--- src/rtl/rxb_pkg.sv ---
package rxb_pkg;
  // Status word bit positions
  localparam int ST_JAM   = 15;
  localparam int ST_OVR   = 13;
  localparam int ST_ALIGN = 8;
  localparam int ST_EXC_LO = 6;
  localparam int EXC_W    = 2;

  // Read port selector values
  localparam logic SEL_DATA = 1'b0;
  localparam logic SEL_STAT = 1'b1;

  function automatic logic odd_fill(input logic [15:0] w);
    return ~(^w);
  endfunction
endpackage

--- src/rtl/rxb_store.sv ---
module rxb_store #(
  parameter int DW = 16,
  parameter int AW = 4
) (
  input  logic          clk,
  input  logic          wr_en,
  input  logic [AW-1:0] wr_ptr,
  input  logic [DW-1:0] wr_data,
  input  logic [AW-1:0] rd_ptr,
  output logic [DW-1:0] rd_word,
  output logic          rd_pbit
);
  localparam int DEPTH = 1 << AW;

  logic [DW:0] cells [DEPTH];

  always_ff @(posedge clk) begin
    if (wr_en) cells[wr_ptr] <= {~(^wr_data), wr_data};
  end

  assign rd_word = cells[rd_ptr][DW-1:0];
  assign rd_pbit = cells[rd_ptr][DW];
endmodule

--- src/rtl/rxb_ptrs.sv ---
module rxb_ptrs #(
  parameter int AW = 4,
  parameter int LO_MARK = 4,
  parameter int HI_MARK = 11
) (
  input  logic          clk,
  input  logic          rst,
  input  logic          wr_fire,
  input  logic          wr_last,
  input  logic          rd_req,
  input  logic          clear,
  output logic [AW-1:0] wp,
  output logic [AW-1:0] rp,
  output logic          store_en,
  output logic          rd_adv,
  output logic          extra_rd,
  output logic          closed,
  output logic          ovr,
  output logic [AW:0]   stored,
  output logic          drained,
  output logic          f_ne0,
  output logic          f_ne15,
  output logic          f_ge4,
  output logic          f_le11
);
  localparam int DEPTH = 1 << AW;
  localparam int CW = $clog2(DEPTH + 3);
  localparam logic [CW-1:0] WC_DEPTH = CW'(DEPTH);
  localparam logic [CW-1:0] WC_TRIP  = CW'(DEPTH + 1);
  localparam logic [CW-1:0] WC_MAX   = '1;
  localparam logic [AW-1:0] D_ALL    = '1;
  localparam logic [AW-1:0] D_LO     = AW'(LO_MARK);
  localparam logic [AW-1:0] D_HI     = AW'(HI_MARK);

  logic [CW-1:0] wcnt;
  logic [AW:0]   rcnt;
  logic          ovr_set;
  logic [AW-1:0] diff;

  assign store_en = wr_fire && !ovr && (wcnt < WC_DEPTH);
  assign ovr_set  = wr_fire && !ovr && (wcnt == WC_TRIP);
  assign stored   = ovr ? '0 :
                    ((wcnt > WC_DEPTH) ? (AW+1)'(DEPTH) : (AW+1)'(wcnt));
  assign rd_adv   = rd_req && (rcnt < stored) && !ovr_set;
  assign drained  = closed && (rcnt == stored);
  assign extra_rd = rd_req && drained;

  always_ff @(posedge clk) begin
    if (rst || clear) begin
      wp <= '0; rp <= '0; wcnt <= '0; rcnt <= '0;
      ovr <= 1'b0; closed <= 1'b0;
    end else begin
      if (wr_fire && wcnt != WC_MAX) wcnt <= wcnt + 1'b1;
      if (wr_fire && wr_last) closed <= 1'b1;
      if (ovr_set) begin
        ovr  <= 1'b1;
        wp   <= rp;
        rcnt <= '0;
      end else begin
        if (store_en) wp <= wp + 1'b1;
        if (rd_adv) begin
          rp   <= rp + 1'b1;
          rcnt <= rcnt + 1'b1;
        end
      end
    end
  end

  assign diff   = wp - rp;
  assign f_ne0  = (diff != '0);
  assign f_ne15 = (diff != D_ALL);
  assign f_ge4  = (diff >= D_LO);
  assign f_le11 = (diff <= D_HI);

  AST_DIFF_GROWS: assert property (@(posedge clk) disable iff (rst)
    (store_en && !rd_adv && !clear) |=> (diff == AW'($past(diff) + 1'b1))) else $error("diff");
  AST_DRAINED_HOLDS_RP: assert property (@(posedge clk) disable iff (rst)
    (rd_req && !rd_adv && !clear) |=> $stable(rp)) else $error("rp moved");
  AST_SEVENTEENTH_DROPPED: assert property (@(posedge clk) disable iff (rst)
    (wr_fire && !ovr && wcnt == WC_DEPTH && !clear) |=> ($stable(wp) && !ovr)) else $error("17th");
  AST_OVR_EMPTIES: assert property (@(posedge clk) disable iff (rst)
    (ovr_set && !clear) |=> (wp == rp && stored == '0)) else $error("ovr discard");
endmodule

--- src/rtl/rxb_status.sv ---
module rxb_status
  import rxb_pkg::*;
#(
  parameter int AW = 4
) (
  input  logic          clk,
  input  logic          rst,
  input  logic          clear,
  input  logic          closed,
  input  logic          coll,
  input  logic          mis_last,
  input  logic          extra_rd,
  input  logic          ovr,
  input  logic [AW:0]   stored,
  output logic [15:0]   status
);
  logic              jam;
  logic              align;
  logic [EXC_W-1:0]  excess;

  always_ff @(posedge clk) begin
    if (rst || clear) begin
      jam <= 1'b0; align <= 1'b0; excess <= '0;
    end else begin
      if (coll && !closed) jam <= 1'b1;
      if (mis_last) align <= 1'b1;
      if (extra_rd && excess != '1) excess <= excess + 1'b1;
    end
  end

  always_comb begin
    status = '0;
    status[ST_JAM]   = jam;
    status[ST_OVR]   = ovr;
    status[ST_ALIGN] = align;
    status[ST_EXC_LO +: EXC_W] = excess;
    status[AW:0] = stored;
  end

  AST_PURGE_CLEARS: assert property (@(posedge clk) disable iff (rst)
    clear |=> (!jam && !align && excess == '0)) else $error("purge");
  AST_EXCESS_SATURATES: assert property (@(posedge clk) disable iff (rst)
    (excess == '1 && !clear) |=> (excess == '1)) else $error("excess");
endmodule

--- src/rtl/rx_word_buffer.sv ---
module rx_word_buffer
  import rxb_pkg::*;
#(
  parameter int AW = 4
) (
  input  logic        clk,
  input  logic        rst,
  input  logic        in_valid,
  output logic        in_ready,
  input  logic [15:0] in_data,
  input  logic        in_last,
  input  logic        in_misalign,
  input  logic        in_collision,
  input  logic        rd_valid,
  input  logic        rd_sel,
  output logic [15:0] rd_data,
  output logic        rd_par,
  input  logic        purge_en,
  input  logic        done_pkt,
  output logic        attn,
  output logic        diff_ne0,
  output logic        diff_ne15,
  output logic        diff_ge4,
  output logic        diff_le11
);
  localparam int DW = 16;

  logic          wr_fire, clear, rd_req;
  logic [AW-1:0] wp, rp;
  logic          store_en, rd_adv, extra_rd, closed, ovr, drained;
  logic [AW:0]   stored;
  logic [DW-1:0] mem_word;
  logic          mem_pbit;
  logic [15:0]   status;

  assign clear    = purge_en && done_pkt;
  assign in_ready = !closed;
  assign wr_fire  = in_valid && in_ready;
  assign rd_req   = rd_valid && (rd_sel == SEL_DATA);

  rxb_ptrs #(.AW(AW)) u_ptrs (
    .clk(clk), .rst(rst), .wr_fire(wr_fire), .wr_last(in_last),
    .rd_req(rd_req), .clear(clear), .wp(wp), .rp(rp),
    .store_en(store_en), .rd_adv(rd_adv), .extra_rd(extra_rd),
    .closed(closed), .ovr(ovr), .stored(stored), .drained(drained),
    .f_ne0(diff_ne0), .f_ne15(diff_ne15), .f_ge4(diff_ge4), .f_le11(diff_le11)
  );

  rxb_store #(.DW(DW), .AW(AW)) u_store (
    .clk(clk), .wr_en(store_en), .wr_ptr(wp), .wr_data(in_data),
    .rd_ptr(rp), .rd_word(mem_word), .rd_pbit(mem_pbit)
  );

  rxb_status #(.AW(AW)) u_stat (
    .clk(clk), .rst(rst), .clear(clear), .closed(closed),
    .coll(in_collision), .mis_last(wr_fire && in_last && in_misalign),
    .extra_rd(extra_rd), .ovr(ovr), .stored(stored), .status(status)
  );

  always_ff @(posedge clk) begin
    if (rst) begin
      rd_data <= '0;
      rd_par  <= 1'b1;
    end else if (rd_valid && rd_sel == SEL_STAT) begin
      rd_data <= status;
      rd_par  <= odd_fill(status);
    end else if (rd_adv) begin
      rd_data <= mem_word;
      rd_par  <= mem_pbit;
    end
  end

  assign attn = drained;

  AST_READY_DROPS_AT_LAST: assert property (@(posedge clk) disable iff (rst)
    (wr_fire && in_last && !clear) |=> !in_ready) else $error("ready");
  AST_ODD_READBACK: assert property (@(posedge clk) disable iff (rst)
    rd_adv |=> (^{rd_data, rd_par})) else $error("parity");
  AST_IDLE_READ_HOLDS: assert property (@(posedge clk) disable iff (rst)
    (rd_req && !rd_adv) |=> ($stable(rd_data) && $stable(rd_par))) else $error("hold");
endmodule

--- config.mk ---
export PLATFORM = sky130hd
export DESIGN_NAME = rx_word_buffer
export DESIGN_NICKNAME = d
export VERILOG_FILES = /design/src/rtl/rxb_pkg.sv /design/src/rtl/rxb_store.sv /design/src/rtl/rxb_ptrs.sv /design/src/rtl/rxb_status.sv /design/src/rtl/rx_word_buffer.sv
export SDC_FILE = /design/constraint.sdc
export NUM_CORES = 1
export LEC_CHECK = 0
export BUFFER_PORTS_ARGS = -buffer_cell sky130_fd_sc_hd__buf_2
export CELL_PAD_IN_SITES_DETAIL_PLACEMENT = 1
export CELL_PAD_IN_SITES_GLOBAL_PLACEMENT = 1
export CORE_MARGIN = 10
export CORE_UTILIZATION = 45
export DETAILED_ROUTE_END_ITERATION = 7
export PLACE_DENSITY_LB_ADDON = 0.2
export SLEW_MARGIN = 5
export SYNTH_ARGS = -nofsm -noshare
export SYNTH_HDL_FRONTEND = slang
export SYNTH_SLANG_ARGS = --single-unit
--- constraint.sdc ---
create_clock -name clk -period 3.23 [get_ports clk]
set_input_delay 0.969 -clock clk [delete_from_list [all_inputs] [get_ports clk]]
set_output_delay 0.969 -clock clk [all_outputs]
set_load 0.02 [all_outputs]
==> metrics.txt, run 1 <==
number of cells in the finished layout apart from fillers=1205; final hold violation count=0; maximum number of pins on one net before global-route repair=23; synth cell count leaders=edfxtp_1, mux4_2, dfxtp_1, nor2_1, xnor2_1; antenna diode instance count=0; number of rows created at floorplan=61; Cell Area, Synth=12800 sq um; count of distinct cell types in the synthesized netlist=51; 1st-pass router iterations=5; transition at the pin with the smallest max-transition slack=1120 ps; routed vias=6964; cell type contributing the most total cell area after synthesis=edfxtp_1; CTS H-Tree Depth=2; ports placed on the boundary=49; biggest area contributors in the synthesized netlist=edfxtp_1, mux4_2, dfxtp_1; share of flip-flops with an asynchronous set or reset after synthesis=0%; Max VDD drop=0.289 mV; source-to-sink clock delay at the later pin of the worst-skew pair=530 ps; instance count of the mapped netlist=693; kind of end point of the critical path=output pin; GP Congestion=0.834; Pleak=4.90 nW; clock tree skew after final layout=31.3 ps; number of cells after detailed placement=1139; area overhead of the layout relative to synthesis=17.3%; Slew HR=25.0%; Detail Placement HPWL=19.7 mm; starting utilization of the core area=45.8%; dominant register cell in the synthesized netlist=edfxtp_1; clock slew at the register clock pins of the worst setup and hold paths=60 ps; Setup Total Neg Slack=0 ps; number of enable-type register cells in the synthesized netlist=272; vias in the first global route=7651; maximum clock frequency=312 MHz; overflow left after global routing=0; # nets final=850; synthesized area per cell=18.4 sq um; total global-route track usage=17.6%; final worst path period share=99.2%; CP Launch Type=flip-flop; maximum clock path buffer count=3; category of the most critical setup path=flip-flop to output pin; Routed wire per std cell=25.8 um; FF-to-FF setup slack=370 ps; M3 GR Usage=3.05%; die footprint=35500 sq um; Clock Sink Count=317; most repeated cell in the gate-level netlist after synthesis=edfxtp_1; core box area=27900 sq um; register area share after synthesis=71.1%; Synth Register Bits=317; fraction of final layout cells sized beyond drive strength 1=33.6%; first-pass GRT wire length=47.7 mm; Yosys top cell area share=64.0%; post-layout min period=3200 ps; final count of pins violating max slew=0; antenna violations before repair=0; number of buffers inserted during clock tree synthesis=34; final number of setup-violating endpoints=0; root cell of the clock tree=clkbuf_16; M2 GR Usage=29.1%; busiest grt layer=met2; unrepaired setup endpoints after global routing=true; data arrival time of the critical path=2240 ps; total number of yosys warnings=0; total wire length=31.1 mm; required time of the critical path=2260 ps; GR Layer Usage met1=22.8%; width of the chip=188 um; Hold-fix buffers, CTS=0; Max Cap Violations=0; pwr dens=594 nW/um^2; vertical die dimension=188 um; remaining design rule violation count=0; Hold WC Path Type=flip-flop to flip-flop; synthesized netlist net count=739; number of vias per cell=5.78; CTS tree=built; run status=finished clean; Antenna Nets Post-Route=0; number of buffers inserted by port buffering=48; Max FO, Critical Path=2; DR iter-0 viols=559
[per-stage QoR]
| stage | setup WS, ps | total power [mW] | instance area (sq um) | hold slack [ps] | utilization (%) |
|---|---|---|---|---|---|
| final | 25.2 | 8.90 | 15000 | 473 | 53.7 |
| after floorplan | 191 | 4.91 | 12800 | 461 | - |
| after detailed placement | 204 | 5.11 | 13700 | 474 | 49.3 |
| after global routing | -26.6 | 9.22 | 15000 | 502 | 53.7 |
| after global placement | 363 | 5.08 | 13700 | 460 | 49.3 |
| after CTS | -18.0 | 8.98 | 14900 | 483 | 53.5 |
[where the power goes]
group / total [mW] / switching [mW] / leakage, nW / internal (mW)
logic: 0.475 / 0.288 / 1.54 / 0.187
clock network: 3.85 / 1.59 / 0.537 / 2.27
registers: 4.57 / 0.0276 / 2.82 / 4.54
[logic make-up (layout without fill, tap and decap cells)]
| group | count (synthesis) | after routing | synth area share (%) |
|---|---|---|---|
| multiplexers | 82 | 82 | 13.1 |
| AO/OA/AOI/OAI | 84 | 84 | 5.20 |
| buffers and inverters | 45 | 179 | 1.89 |
| flip-flops | 317 | 317 | 71.1 |
| AND/OR/NAND/NOR | 110 | 110 | 4.26 |
| adder cells (fa/ha/maj) | 20 | 20 | 2.02 |
| XOR/XNOR | 35 | 35 | 2.40 |
[worst paths after layout]
| check | startpoint | to | cells past startpoint |
|---|---|---|---|
| worst max-delay path | u_ptrs.wcnt[0] | attn | 7 |
| worst min-delay path | rd_data[12] | rd_data[12] | 2 |
| worst max register to register | u_ptrs.wcnt[4] | rd_data[2] | 8 |
| worst min register to register | rd_data[12] | rd_data[12] | 2 |
[metal layers]
layer  wire length (um)  vias to the layer above  share of wire [%]
met1              13200                     3705                 43
met4               1070                        0                3.4
li1                   -                     3011                  -
met3               1420                       68                4.6
met2              15400                      180                 49
met5                  0                        -                  0
[critical path: stages, from the launching register on]
cell and delay (ps):
dfxtp_4 350, inv_4 60, ha_4 130, or4b_4 490, a21oi_4 180, ha_4 220, and4_4 170, buf_6 120
[cell type report]
type,count,area (sq um)
Clock buffer,37,862
Clock inverter,22,240
Fill cell,2544,12900
Inverter,13,51.3
Multi-Input combinational cell,331,3530
Sequential cell,317,9090
Tap cell,378,473
Timing Repair Buffer,107,717
[placed cells by master, fill, tap and decap left out, types with 7 or more instances in the layout]
cell type / Yosys / routed
o22ai_1: 10 / 10
inv_1: 13 / 10
mux2i_1: 10 / 10
mux4_2: 68 / 68
nor2_1: 36 / 29
buf_2: 10 / 46
ha_1: 19 / 17
a221oi_2: 7 / 7
nor2_2: 1 / 8
xnor2_1: 25 / 24
dfxtp_1: 45 / 36
a21oi_1: 11 / 10
a22o_1: 12 / 12
buf_4: 2 / 58
clkbuf_16: 0 / 34
nand3_1: 9 / 9
o21ai_1: 12 / 12
a22oi_1: 9 / 9
xor2_1: 10 / 10
edfxtp_1: 272 / 272
nand2_1: 24 / 24
[registers in the layout, indices dropped and copies added (netlist names), named ones only]
name / cells
u_stat.excess: 2
u_ptrs.closed: 1
u_store.cells: 272
u_ptrs.rp: 4
u_ptrs.wp: 4
u_ptrs.wcnt: 5
u_stat.jam: 1
u_ptrs.ovr: 1
u_stat.align: 1
u_ptrs.rcnt: 5
rd_data: 16
rd_par: 1
[repair_timing]
item,4_1_cts,5_1_grt
hold endpoints to repair,0,0
setup buffers,5,2
cloned,0,0
resized for setup,13,12
endpoints found under the setup margin,3,4
pin swaps,3,5
Power figures use the tool's default switching activity.
==> run 2, diff against run 1 <==
Settings changed: CTS_BUF_LIST set to sky130_fd_sc_hd__clkbuf_4 sky130_fd_sc_hd__clkbuf_8, PLACE_DENSITY set to 0.8, PLACE_DENSITY_LB_ADDON 0.2 to unset.
==> run 2 against run 1 <==
Net effect:
- the flow now finishes with violations (negative setup slack)
- sequential share of layout area grew 0.73 points
- clock-buffer cell count increased by 35
- critical path depth is the same
- sequential cell count stayed put
- via count increased by 0.86%
- largest power group unchanged
==> metrics.txt, run 2 (same netlist as run 1, synthesis figures left out) <==
run status=finished with violations; violated checks=negative setup slack; Pleak=4.86 nW; Clock Sink Count=317; number of buffers inserted by port buffering=48; Hold-fix buffers, CTS=0; root cell of the clock tree=clkbuf_8; clock slew at the register clock pins of the worst setup and hold paths=60 ps; commonest cells after routing, fill and taps aside=edfxtp_1, mux4_2, buf_4; maximum clock path buffer count=3; Max Cap Violations=0; FF-to-FF setup slack=600 ps; final hold violation count=0; routed vias=7024; overall power consumption=8.27 mW; Hold WC Path Type=flip-flop to flip-flop; 1st-pass router iterations=5; antenna diode instance count=0; vertical die dimension=188 um; hold_sp=rd_data[5]; source-to-sink clock delay at the later pin of the worst-skew pair=590 ps; leading registers by flop count=u_store.cells x272, rd_data x16; unrepaired setup endpoints after global routing=true; data arrival time of the critical path=2270 ps; width of the chip=188 um; fraction of final layout cells sized beyond drive strength 1=36.8%; Largest register FFs=272; end of the worst register-to-register path=rd_data[10]; number of rows created at floorplan=61; post-layout min period=3240 ps; Routed wire per std cell=25.5 um; kind of end point of the critical path=output pin; vias in the first global route=7582; CP Launch Type=flip-flop; Slew HR=25.2%; Antenna Nets Post-Route=0; maximum clock frequency=308 MHz; overflow left after global routing=0; total wire length=31.4 mm; maximum number of pins on one net before global-route repair=34; filler cell count=2605; final cell utilization of the core=53.1%; total global-route track usage=17.6%; pwr dens=559 nW/um^2; placement-stage worst setup slack=182 ps; clock tree skew after final layout=37.4 ps; remaining design rule violation count=0; final count of pins violating max slew=0; first-pass GRT wire length=47.5 mm; Largest Register=u_store.cells; Max VDD drop=0.339 mV; category of the most critical setup path=flip-flop to output pin; area overhead of the layout relative to synthesis=16.0%; core box area=27900 sq um; DR iter-0 viols=590; commonest non-fill, non-tap cell in the layout=edfxtp_1; GP Congestion=0.795; starting utilization of the core area=45.8%; beginning of the critical path=u_ptrs.wcnt[0]; hold path depth=2; CTS H-Tree Depth=2; post-route worst setup slack=-13.7 ps; hold worst-path end=rd_data[5]; Detail Placement HPWL=20.3 mm; CTS tree=built; # nets final=865; final worst path period share=100%; die footprint=35500 sq um; required time of the critical path=2260 ps; path depth of the worst reg2reg path=11; number of vias per cell=5.70; ports placed on the boundary=49; FF-to-FF Start=u_ptrs.wcnt[0]; antenna violations before repair=0; Max FO, Critical Path=2; transition at the pin with the smallest max-transition slack=1110 ps; number of buffers inserted during clock tree synthesis=49; final number of setup-violating endpoints=1
-- run 2: cell count changes in the layout (fill, tap and decap cells not counted), moves of 3 or more --
| cell | delta |
|---|---|
| clkbuf_16 | -34 |
| clkinv_4 | -3 |
| clkbuf_4 | +22 |
| clkbuf_8 | +50 |
| bufinv_16 | -4 |
| nor2_1 | -6 |
| clkbuf_1 | -3 |
| nor2_2 | +5 |
-- run 2: final cells by class --
class	count	area (sq um)	area share [%]
Sequential cell	317	9090	61.5
Multi-Input combinational cell	331	3550	24.0
Clock buffer	72	853	5.77
Timing Repair Buffer	107	692	4.68
Tap cell	378	473	3.20
Clock inverter	14	82.6	0.558
Inverter	13	51.3	0.347
-- run 2: metrics by stage --
| stage | cell area [sq um] | hold slack, ps | cells | setup TNS, ps |
|---|---|---|---|---|
| after CTS | 14700 | 463 | 1229 | -78.0 |
| final | 14800 | 459 | 1232 | -13.7 |
| after global placement | 13700 | 450 | 1138 | 0 |
| after global routing | 14800 | 498 | 1232 | -85.9 |
| after detailed placement | 13700 | 454 | 1138 | 0 |
| after floorplan | 12800 | 461 | 693 | 0 |
-- run 2: routing by layer --
metal  global-route usage (%)  vias up  wire (um)
met3                     3.16       56       1600
li1                         -     3041          -
met5                        0        -          0
met2                     29.7      236      15600
met1                     22.8     3691      13500
met4                     5.10        0        713
-- run 2: critical path, stage by stage (launching register included) --
cell	delay [ps]
dfxtp_4	350
inv_4	60
ha_4	120
or4b_4	470
a21oi_4	150
ha_1	240
and4_1	190
buf_6	130
-- run 2: timing repair --
action,in CTS,in global routing
buffers inserted,5,3
setup endpoints to repair,5,5
pin swaps,3,6
gates resized for setup,18,12
hold endpoints to repair,0,0
-- run 2: power breakdown --
part / internal (mW) / total, mW / leakage, nW / switching (mW)
clock: 1.70 / 3.22 / 0.503 / 1.52
sequential: 4.54 / 4.57 / 2.83 / 0.0290
combinational: 0.186 / 0.482 / 1.53 / 0.296
total: 6.43 / 8.27 / 4.86 / 1.84
-- run 2: worst max path at each step --
stage               slack [ps]               endpoint
floorplan                  190    u_store.cells[3][0]
global placement           310  u_store.cells[13][16]
global route               -80                   attn
detailed placement         180   u_store.cells[8][16]
CTS                        -80                   attn
finish                     -10                   attn
